--- config.mk ---
export PLATFORM = sky130hd
export DESIGN_NAME = mgmt_bus_master
export DESIGN_NICKNAME = d
export VERILOG_FILES = /design/src/rtl/mgmt_bus_pkg.sv /design/src/rtl/mgmt_half_timer.sv /design/src/rtl/mgmt_frame_seq.sv /design/src/rtl/mgmt_rd_capture.sv /design/src/rtl/mgmt_bus_master.sv
export SDC_FILE = /design/constraint.sdc
export NUM_CORES = 1
export LEC_CHECK = 0
export CORE_UTILIZATION = 56
export DETAILED_ROUTE_END_ITERATION = 10
export PLACE_DENSITY = 0.79
export SLEW_MARGIN = 30
export SYNTH_ARGS = -nofsm -noshare
export SYNTH_HDL_FRONTEND = slang
export SYNTH_HIERARCHICAL = 1
export SYNTH_SLANG_ARGS = --single-unit
--- constraint.sdc ---
create_clock -name clk -period 3 [get_ports clk]
set_input_delay 0.6 -clock clk [delete_from_list [all_inputs] [get_ports clk]]
set_output_delay 0.6 -clock clk [all_outputs]
set_load 0.02 [all_outputs]
--- src/rtl/mgmt_bus_pkg.sv ---
package mgmt_bus_pkg;
   localparam int ADDR_W     = 5;
   localparam int DATA_W     = 16;
   localparam int PRE_BITS   = 32;
   localparam int FRAME_BITS = PRE_BITS + 4 + 2*ADDR_W + 2 + DATA_W;
   localparam int TA_POS     = PRE_BITS + 4 + 2*ADDR_W;
   localparam int DATA_POS   = TA_POS + 2;

   localparam logic [1:0] SOF_PAT = 2'b01;
   localparam logic [1:0] OP_RD   = 2'b10;
   localparam logic [1:0] OP_WR   = 2'b01;
   localparam logic [1:0] TA_WR   = 2'b10;
   localparam logic [1:0] TA_RD   = 2'b11;

   typedef enum logic {PH_LOW, PH_HIGH} phase_e;

   function automatic logic [FRAME_BITS-1:0] build_frame(
      input logic              rd,
      input logic [ADDR_W-1:0] phy,
      input logic [ADDR_W-1:0] reg_a,
      input logic [DATA_W-1:0] wd);
      build_frame = {{PRE_BITS{1'b1}}, SOF_PAT, (rd ? OP_RD : OP_WR), phy, reg_a,
                     (rd ? TA_RD : TA_WR), (rd ? {DATA_W{1'b1}} : wd)};
   endfunction
endpackage

--- src/rtl/mgmt_half_timer.sv ---
module mgmt_half_timer #(
   parameter int HALF_DIV = 50
) (
   input  logic clk,
   input  logic rst_n,
   input  logic restart,
   input  logic run,
   output logic half_end
);
   localparam int CW = (HALF_DIV > 1) ? $clog2(HALF_DIV) : 1;
   localparam logic [CW-1:0] LAST = CW'(HALF_DIV - 1);

   logic [CW-1:0] cnt;

   always_ff @(posedge clk) begin
      if (!rst_n)                  cnt <= '0;
      else if (restart || !run)    cnt <= '0;
      else if (cnt == LAST)        cnt <= '0;
      else                         cnt <= cnt + 1'b1;
   end

   assign half_end = run && (cnt == LAST);
endmodule

--- src/rtl/mgmt_frame_seq.sv ---
module mgmt_frame_seq
   import mgmt_bus_pkg::*;
(
   input  logic                  clk,
   input  logic                  rst_n,
   input  logic                  start_acc,
   input  logic                  rd_in,
   input  logic [FRAME_BITS-1:0] frame_in,
   input  logic                  half_end,
   output logic                  busy,
   output logic                  done,
   output logic                  rd_mode,
   output logic                  sample_now,
   output logic                  frame_end,
   output logic                  mclk,
   output logic                  dout,
   output logic                  doe
);
   localparam int BW = $clog2(FRAME_BITS);
   localparam logic [BW-1:0] LAST_BIT = BW'(FRAME_BITS - 1);
   localparam logic [BW-1:0] TA_IDX   = BW'(TA_POS);
   localparam logic [BW-1:0] DAT_IDX  = BW'(DATA_POS);

   phase_e                phase;
   logic [BW-1:0]         bit_cnt;
   logic [BW-1:0]         nxt_bit;
   logic [FRAME_BITS-1:0] shreg;

   assign nxt_bit    = bit_cnt + 1'b1;
   assign frame_end  = busy && half_end && (phase == PH_HIGH) && (bit_cnt == LAST_BIT);
   assign sample_now = busy && half_end && (phase == PH_LOW) && rd_mode && (bit_cnt >= DAT_IDX);

   always_ff @(posedge clk) begin
      if (!rst_n) begin
         busy    <= 1'b0;
         done    <= 1'b0;
         rd_mode <= 1'b0;
         phase   <= PH_LOW;
         bit_cnt <= '0;
         shreg   <= '0;
         mclk    <= 1'b1;
         dout    <= 1'b1;
         doe     <= 1'b0;
      end else begin
         done <= 1'b0;
         if (start_acc) begin
            busy    <= 1'b1;
            rd_mode <= rd_in;
            phase   <= PH_LOW;
            bit_cnt <= '0;
            shreg   <= frame_in;
            mclk    <= 1'b0;
            dout    <= frame_in[FRAME_BITS-1];
            doe     <= 1'b1;
         end else if (busy && half_end) begin
            if (phase == PH_LOW) begin
               phase <= PH_HIGH;
               mclk  <= 1'b1;
            end else if (frame_end) begin
               busy  <= 1'b0;
               done  <= 1'b1;
               phase <= PH_LOW;
               dout  <= 1'b1;
               doe   <= 1'b0;
            end else begin
               phase   <= PH_LOW;
               bit_cnt <= nxt_bit;
               shreg   <= {shreg[FRAME_BITS-2:0], 1'b0};
               mclk    <= 1'b0;
               dout    <= shreg[FRAME_BITS-2];
               doe     <= !(rd_mode && (nxt_bit >= TA_IDX));
            end
         end
      end
   end
endmodule

--- src/rtl/mgmt_rd_capture.sv ---
module mgmt_rd_capture #(
   parameter int DW = 16
) (
   input  logic          clk,
   input  logic          rst_n,
   input  logic          sample_now,
   input  logic          din,
   input  logic          frame_end,
   input  logic          rd_mode,
   output logic [DW-1:0] rd_data
);
   logic [DW-1:0] shift;

   always_ff @(posedge clk) begin
      if (!rst_n) begin
         shift   <= '0;
         rd_data <= '0;
      end else begin
         if (sample_now)
            shift <= {shift[DW-2:0], din};
         if (frame_end && rd_mode)
            rd_data <= shift;
      end
   end
endmodule

--- src/rtl/mgmt_bus_master.sv ---
module mgmt_bus_master
   import mgmt_bus_pkg::*;
#(
   parameter int HALF_DIV = 50
) (
   input  logic              clk,
   input  logic              rst_n,
   input  logic              req_start,
   input  logic              req_read,
   input  logic [ADDR_W-1:0] req_phy,
   input  logic [ADDR_W-1:0] req_reg,
   input  logic [DATA_W-1:0] req_wdata,
   output logic              busy,
   output logic              done,
   output logic [DATA_W-1:0] rd_data,
   output logic              mgmt_clk,
   output logic              mgmt_dat_o,
   output logic              mgmt_dat_oe,
   input  logic              mgmt_dat_i
);
   if (HALF_DIV < 2) begin : g_bad_div
      $error("HALF_DIV must be at least 2 so read sampling sits late in the low phase");
   end
   if (FRAME_BITS != 64) begin : g_bad_frame
      $error("frame layout must total 64 bits");
   end

   logic start_acc, half_end, rd_mode, sample_now, frame_end;
   logic [FRAME_BITS-1:0] frame;

   assign start_acc = req_start && !busy;
   assign frame     = build_frame(req_read, req_phy, req_reg, req_wdata);

   mgmt_half_timer #(.HALF_DIV(HALF_DIV)) u_timer (
      .clk(clk), .rst_n(rst_n), .restart(start_acc), .run(busy), .half_end(half_end));

   mgmt_frame_seq u_seq (
      .clk(clk), .rst_n(rst_n), .start_acc(start_acc), .rd_in(req_read),
      .frame_in(frame), .half_end(half_end), .busy(busy), .done(done),
      .rd_mode(rd_mode), .sample_now(sample_now), .frame_end(frame_end),
      .mclk(mgmt_clk), .dout(mgmt_dat_o), .doe(mgmt_dat_oe));

   mgmt_rd_capture #(.DW(DATA_W)) u_cap (
      .clk(clk), .rst_n(rst_n), .sample_now(sample_now), .din(mgmt_dat_i),
      .frame_end(frame_end), .rd_mode(rd_mode), .rd_data(rd_data));
endmodule

# --- Word level (Yosys, flattened, before mapping) ---
# Cells that the tools add are included.
word_totals:
  ff_bits: 114
  output_inout_bits: 21
  input_bits: 31
  wordCells: 72
classes:
  mux: 22
  n_lt_le_gt_ge: 2
  n_addsub: 2
  reduce_logical: 25
  n_eq_ne: 4
  bitwise: 4
ops:
  columns: ["operator", "count"]
  rows:
  - ["two-way mux 63 bit", 4]
  - ["two-way mux 1 bit", 16]
  - ["two-way mux 16 bit", 1]
  - ["adder 6 x 1 -> 6 bit (second input constant)", 2]
  - ["== test 6 bit (second input constant)", 2]
  - ["greater-or-equal comparator 6 bit (second input constant)", 2]
  - ["logical AND 1 bit", 10]
  - ["AND reduction 3 bit", 3]
  - ["AND reduction 2 bit", 3]
  - ["nonzero test 2 bit", 3]
  - ["inverter 1 bit", 4]
  - ["OR reduction 4 bit", 1]
  - ["inequality test 3 bit (second input constant)", 1]
  - ["OR reduction 3 bit", 1]
  - ["logical NOT 1 bit", 2]
  - ["two-way mux 2 bit", 1]
  - ["inequality test 2 bit (second input constant)", 1]
  - ["OR reduction 2 bit", 1]
  - ["logical OR 1 bit", 1]

# --- Logic depth before layout (Yosys ltp) ---
depth:
  ltp_word: 9
  ltp_mapped: 11
  ltp_nobuf: 9

# --- Modules after synthesis ---
# The synthesis kept the hierarchy.
by_module_without_submodules:
  columns: ["mod", "seq_area_each_um2", "area_each_um2", "instances", "cells_per_inst"]
  rows:
  - ["mgmt_frame_seq", 1521.5, 3284.4, 1, 426]
  - ["mgmt_rd_capture", 640.6, 1290.0, 1, 125]
  - ["mgmt_half_timer", 120.1, 261.5, 1, 27]
  - ["mgmt_bus_master", 0.0, 128.9, 1, 21]

# --- Worst setup path before layout ---
# No wires, ideal clock.
synth_timing:
  path_kind: "reg2reg"
  start: "register u_timer.cnt[0]"
  end: "register u_cap.rd_data[10]"
  synth_period_minus_slack_ns: 2.290
  slack_ns: 0.710
  path_stages_with_launch: 11
  n_path_buf: 2
  setup_time_ns: 0.115
  required_ns: 2.885
  arrival_ns: 2.174
  cell_sequence: "dfxtp_1 ha_1 nand4b_1 nor3b_1 nand3_2 or3_4 inv_1 buf_6 and2_4 buf_12 o21ai_2"
synth_between:
  elab_chain_cells: 6
synth_rtl:
  columns: ["element", "line", "rtl"]
  rows:
  - ["from (decl)", "mgmt_half_timer.sv:13", "logic [CW-1:0] cnt;"]
  - ["from (signal assigned)", "mgmt_half_timer.sv:19", "else cnt <= cnt + 1'b1;"]
  - ["== test 6 bit", "mgmt_half_timer.sv:22", "assign half_end = run && (cnt == LAST);"]
  - ["logical AND 1 bit", "mgmt_half_timer.sv:22", null]
  - ["via half_end", "mgmt_bus_master.sv:28", "logic start_acc, half_end, rd_mode, sample_now, frame_end;"]
  - ["logical AND 1 bit (3 in a row)", "mgmt_frame_seq.sv:30", "assign frame_end = busy && half_end && (phase == PH_HIGH) && (bit_cnt == LAST_BIT);"]
  - ["via frame_end", "mgmt_bus_master.sv:28", null]
  - ["logical AND 1 bit", "mgmt_rd_capture.sv:21", "if (frame_end && rd_mode)"]
  - ["to (signal assigned)", "mgmt_rd_capture.sv:22", "rd_data <= shift;"]
  - ["to (decl)", "mgmt_rd_capture.sv:10", "output logic [DW-1:0] rd_data"]
# The timed path passes the listed nets, and every way through them passes these cells.
# A chain may end at the register's enable or synchronous reset.

# --- Worst setup path after layout ---
layout_timing:
  start: "register u_timer.cnt[0]"
  end: "register u_seq.shreg[16]"
layout_between:
  elab_chain_cells: 7
  word_cells_on_any_way: 8
  classes_between: "eq/ne: 2; reduce/logical: 6"
layout_rtl:
  columns: ["element", "line", "rtl"]
  rows:
  - ["== test 6 bit *", "mgmt_half_timer.sv:22", null]
  - ["logical AND 1 bit *", "mgmt_half_timer.sv:22", null]
  - ["via half_end", "mgmt_bus_master.sv:28", null]
  - ["logical AND 1 bit *", "mgmt_frame_seq.sv:30, mgmt_frame_seq.sv:55", null]
  - ["logical AND 1 bit (2 in a row)", "mgmt_frame_seq.sv:30", null]
  - ["inequality test 2 bit (no source line)", null, null]
  - ["AND reduction 3 bit (no source line) *", null, null]
  - ["to (signal assigned)", "mgmt_frame_seq.sv:51", "shreg <= frame_in;"]
  - ["to (signal assigned)", "mgmt_frame_seq.sv:68", "shreg <= {shreg[FRAME_BITS-2:0], 1'b0};"]
  - ["to (decl)", "mgmt_frame_seq.sv:27", "logic [FRAME_BITS-1:0] shreg;"]
# The timed path passes the listed nets; every way through them passes the cells marked *.

==> impl_metrics.tcl <==
set metrics [dict create \
    outcome "finished, final reports clean" \
    core-area_mm2 0.00838 \
    die_y_um 96.2 \
    drt-total-wl_um 10600 \
    crit_fanout 51 \
    synth_edf_count 0 \
    fin_nets 699 \
    ys_async_sr_fraction_pct 0 \
    drtPass1Iterations 4 \
    drc 0 \
    cts_tree "done" \
    drtIter0Drc 206 \
    synth_top_cell_by_area "dfxtp_1" \
    place_hpwl_um 6130 \
    fillers 615 \
    num_antenna_cells 0 \
    hp-class "reg2reg" \
    syn2layout_area_growth_pct 23.8 \
    setup_viol 0 \
    clock_sinks 114 \
    antenna_found_initial 0 \
    synth_cell_types 46 \
    slew_headroom_pct 48.6 \
    combPwrFrac_pct 6.5 \
    wire_per_inst_um 13.5 \
    cp-end-kind "flip-flop" \
    root_buffer "clkbuf_8" \
    r2r_cells 8 \
    regToRegSetupSlack_ps 460 \
    regToRegEndpoint "u_seq/shreg[16]" \
    initial_core_util_pct 59.2 \
    min_period_ps 2540 \
    p_int_uw 3070 \
    die_w_um 96.2 \
    yosys.area.top_type_share_pct 46.0 \
    start_kind "flip-flop" \
    gp_congestion 0.768 \
    vias 4258 \
    finalWorstSetupSlack_ps 458 \
    postCtsSetupBuffers 0 \
    clkLatencyLatePin_ps 510 \
    grt_pass1_wl_um 18000 \
    finalHoldViolCount 0 \
    fin_setup_tns_ps 0 \
    grt_pass1_vias 4021 \
    whs_endpoint "u_cap/rd_data[14]" \
    cts_buffer_depth 2 \
    vdd_drop_max_mv 0.375 \
    grt_overflow 0 \
    tightestPinTransition_ps 770 \
    syn-instance-count 599 \
    hold_depth 2 \
    synth_warnings 6 \
    period_share_pct 84.7 \
    ys_top_cells_by_count "148 x nand2_1, 114 x dfxtp_1, 70 x o21ai_0" \
    grt_use_total_pct 24.9 \
    num_rows 33 \
    yosysSeqAreaShare_pct 46.0 \
    avgViaCountPerCell 5.45 \
    cts_hold_buf 0 \
    p_sw_share_pct 21.8 \
    cts_resized 0 \
    multiInputGateArea_mm2 0.00249 \
    synth.most_common_cell "nand2_1" \
    grt_max_degree 126 \
    ant_nets 0 \
    fmax_ghz 0.393 \
    regArea_mm2 0.00228 \
    cts_made_buffers 17 \
    post-place-ws_ps 527 \
    cp.required_ps 3430 \
    p_leak_uw 0.00220 \
    io_buffers 51 \
    htreeDepth 4 \
    arrival_ps 2980 \
    skew_ps 11.5 \
    slew_viol_final 0 \
    power.density_cell_area_mw_per_mm2 639 \
    power.net_switching_uw 854 \
    rsz0062_at_grt "false" \
    cap_violations 0 \
    synth-main-ff-cell "dfxtp_1" \
    ios 52 \
    p_seq_share_pct 41.8 \
    hold_slack_ps 456 \
    rr_startpoint "u_timer/cnt[0]" \
    clk_pin_slew_ps 60 \
    critical_path_class "reg2reg" \
    ys_ff_latch 114 \
    yosys-top-cells-area "dfxtp_1 46%, nand2_1 11%, a31oi_1 8.2%, o21ai_0 7.1%, mux2i_1 3.4%" \
    synth_area_mm2 0.00496 \
    hold_start "u_cap/rd_data[14]" \
    p_clk_share_pct 51.7 \
    syn_area_per_cell_um2 8.29 \
    drive_gt1_share_pct 9.01 \
    dieArea_mm2 0.00925 \
]
==> sequential cells by signal, indices dropped and copies added (netlist names) <==
register and cells:
u_timer/cnt 6, u_seq/dout 1, u_seq/phase 1, u_seq/rd_mode 1
u_seq/shreg 63, u_cap/shift 16, u_seq/busy 1, u_cap/rd_data 16
u_seq/mclk 1, u_seq/bit_cnt 6, u_seq/doe 1, u_seq/done 1
==> power groups by stage <==
stage,combinational (µW),clock (µW),sequential [µW]
after global routing,288,2130,1650
after global placement,239,0,1670
final,253,2030,1640
after detailed placement,249,0,1670
after floorplan,167,0,1660
after CTS,253,2050,1640
==> worst max-delay path: stages (launching register included) <==
cell and delay (ps):
dfxtp_1 390, ha_1 180, nand4b_1 120, nor3b_1 440, nand3_2 260, a31oi_4 220, buf_4 450, nand2_1 150
a31oi_1 220
==> kinds of logic (layout without fill, tap and decap cells) <==
| logic type | Yosys count | count (layout) | synth area share, % |
|---|---|---|---|
| AOI/OAI and AO/OA | 167 | 167 | 20.3 |
| and+or+nand+nor | 232 | 232 | 21.5 |
| DFF | 114 | 114 | 46.0 |
| xor gates and xnor gates | 6 | 6 | 1.06 |
| muxes | 17 | 17 | 3.43 |
| other | 2 | 35 | 0.151 |
| adders and majority gates | 4 | 4 | 1.01 |
| buffers and inverters | 57 | 102 | 6.60 |
==> cell type report <==
class,instances,area share [%]
timing repair buffer,61,9.86
tap,105,2.14
multi-input combinational,461,40.6
sequential,114,37.1
clock inverter,11,2.61
inverter,9,0.550
clock buffer,21,7.15
==> worst max path at each step <==
stage / to / startpoint / depth (start not counted)
2_1_floorplan: u_cap/rd_data[10] / u_timer/cnt[0] / 10
3_3_place_gp: u_cap/rd_data[13] / u_timer/cnt[0] / 8
3_5_place_dp: u_seq/shreg[54] / u_timer/cnt[0] / 8
4_1_cts: u_seq/shreg[16] / u_timer/cnt[0] / 8
5_1_grt: u_seq/shreg[16] / u_timer/cnt[0] / 8
6_report: u_seq/shreg[16] / u_timer/cnt[0] / 8
==> per-layer routing <==
| metal | vias to the layer above | wire length (µm) | GRT usage (%) |
|---|---|---|---|
| li1 | 2174 | - | - |
| met1 | 1996 | 4830 | 30.8 |
| met2 | 80 | 5260 | 42.3 |
| met3 | 8 | 353 | 6.56 |
| met4 | 0 | 113 | 7.59 |
| met5 | - | 0 | 0 |
==> placed cells by master, fill, tap and decap left out, types with 3 or more instances in the layout <==
cell type,instances
a31oi_1,65
xor2_1,3
buf_4,8
ha_1,4
inv_1,8
bufinv_16,4
xnor2_1,3
mux2i_1,17
or2_1,16
and3_1,4
dfxtp_1,114
a211oi_1,3
clkbuf_1,3
a21oi_1,6
o21ai_1,4
nor2_1,10
or3_1,3
clkdlybuf4s50_1,50
clkbuf_16,16
nand2_1,148
o21ai_2,10
o21ai_0,70
conb_1,35
nand4_1,16
nor2b_1,19
clkinv_2,5
nand3_1,5
==> per-stage QoR <==
stage | total power, µW | utilization [%] | instance area, µm² | instances
after floorplan | 1830 | - | 5090 | 632
after global placement | 1910 | 66.2 | 5550 | 750
after detailed placement | 1920 | 66.2 | 5550 | 750
after CTS | 3950 | 73.3 | 6140 | 782
after global routing | 4070 | 73.3 | 6140 | 782
final | 3930 | 73.3 | 6140 | 782
No activity file was read; power rests on OpenSTA's default activity.
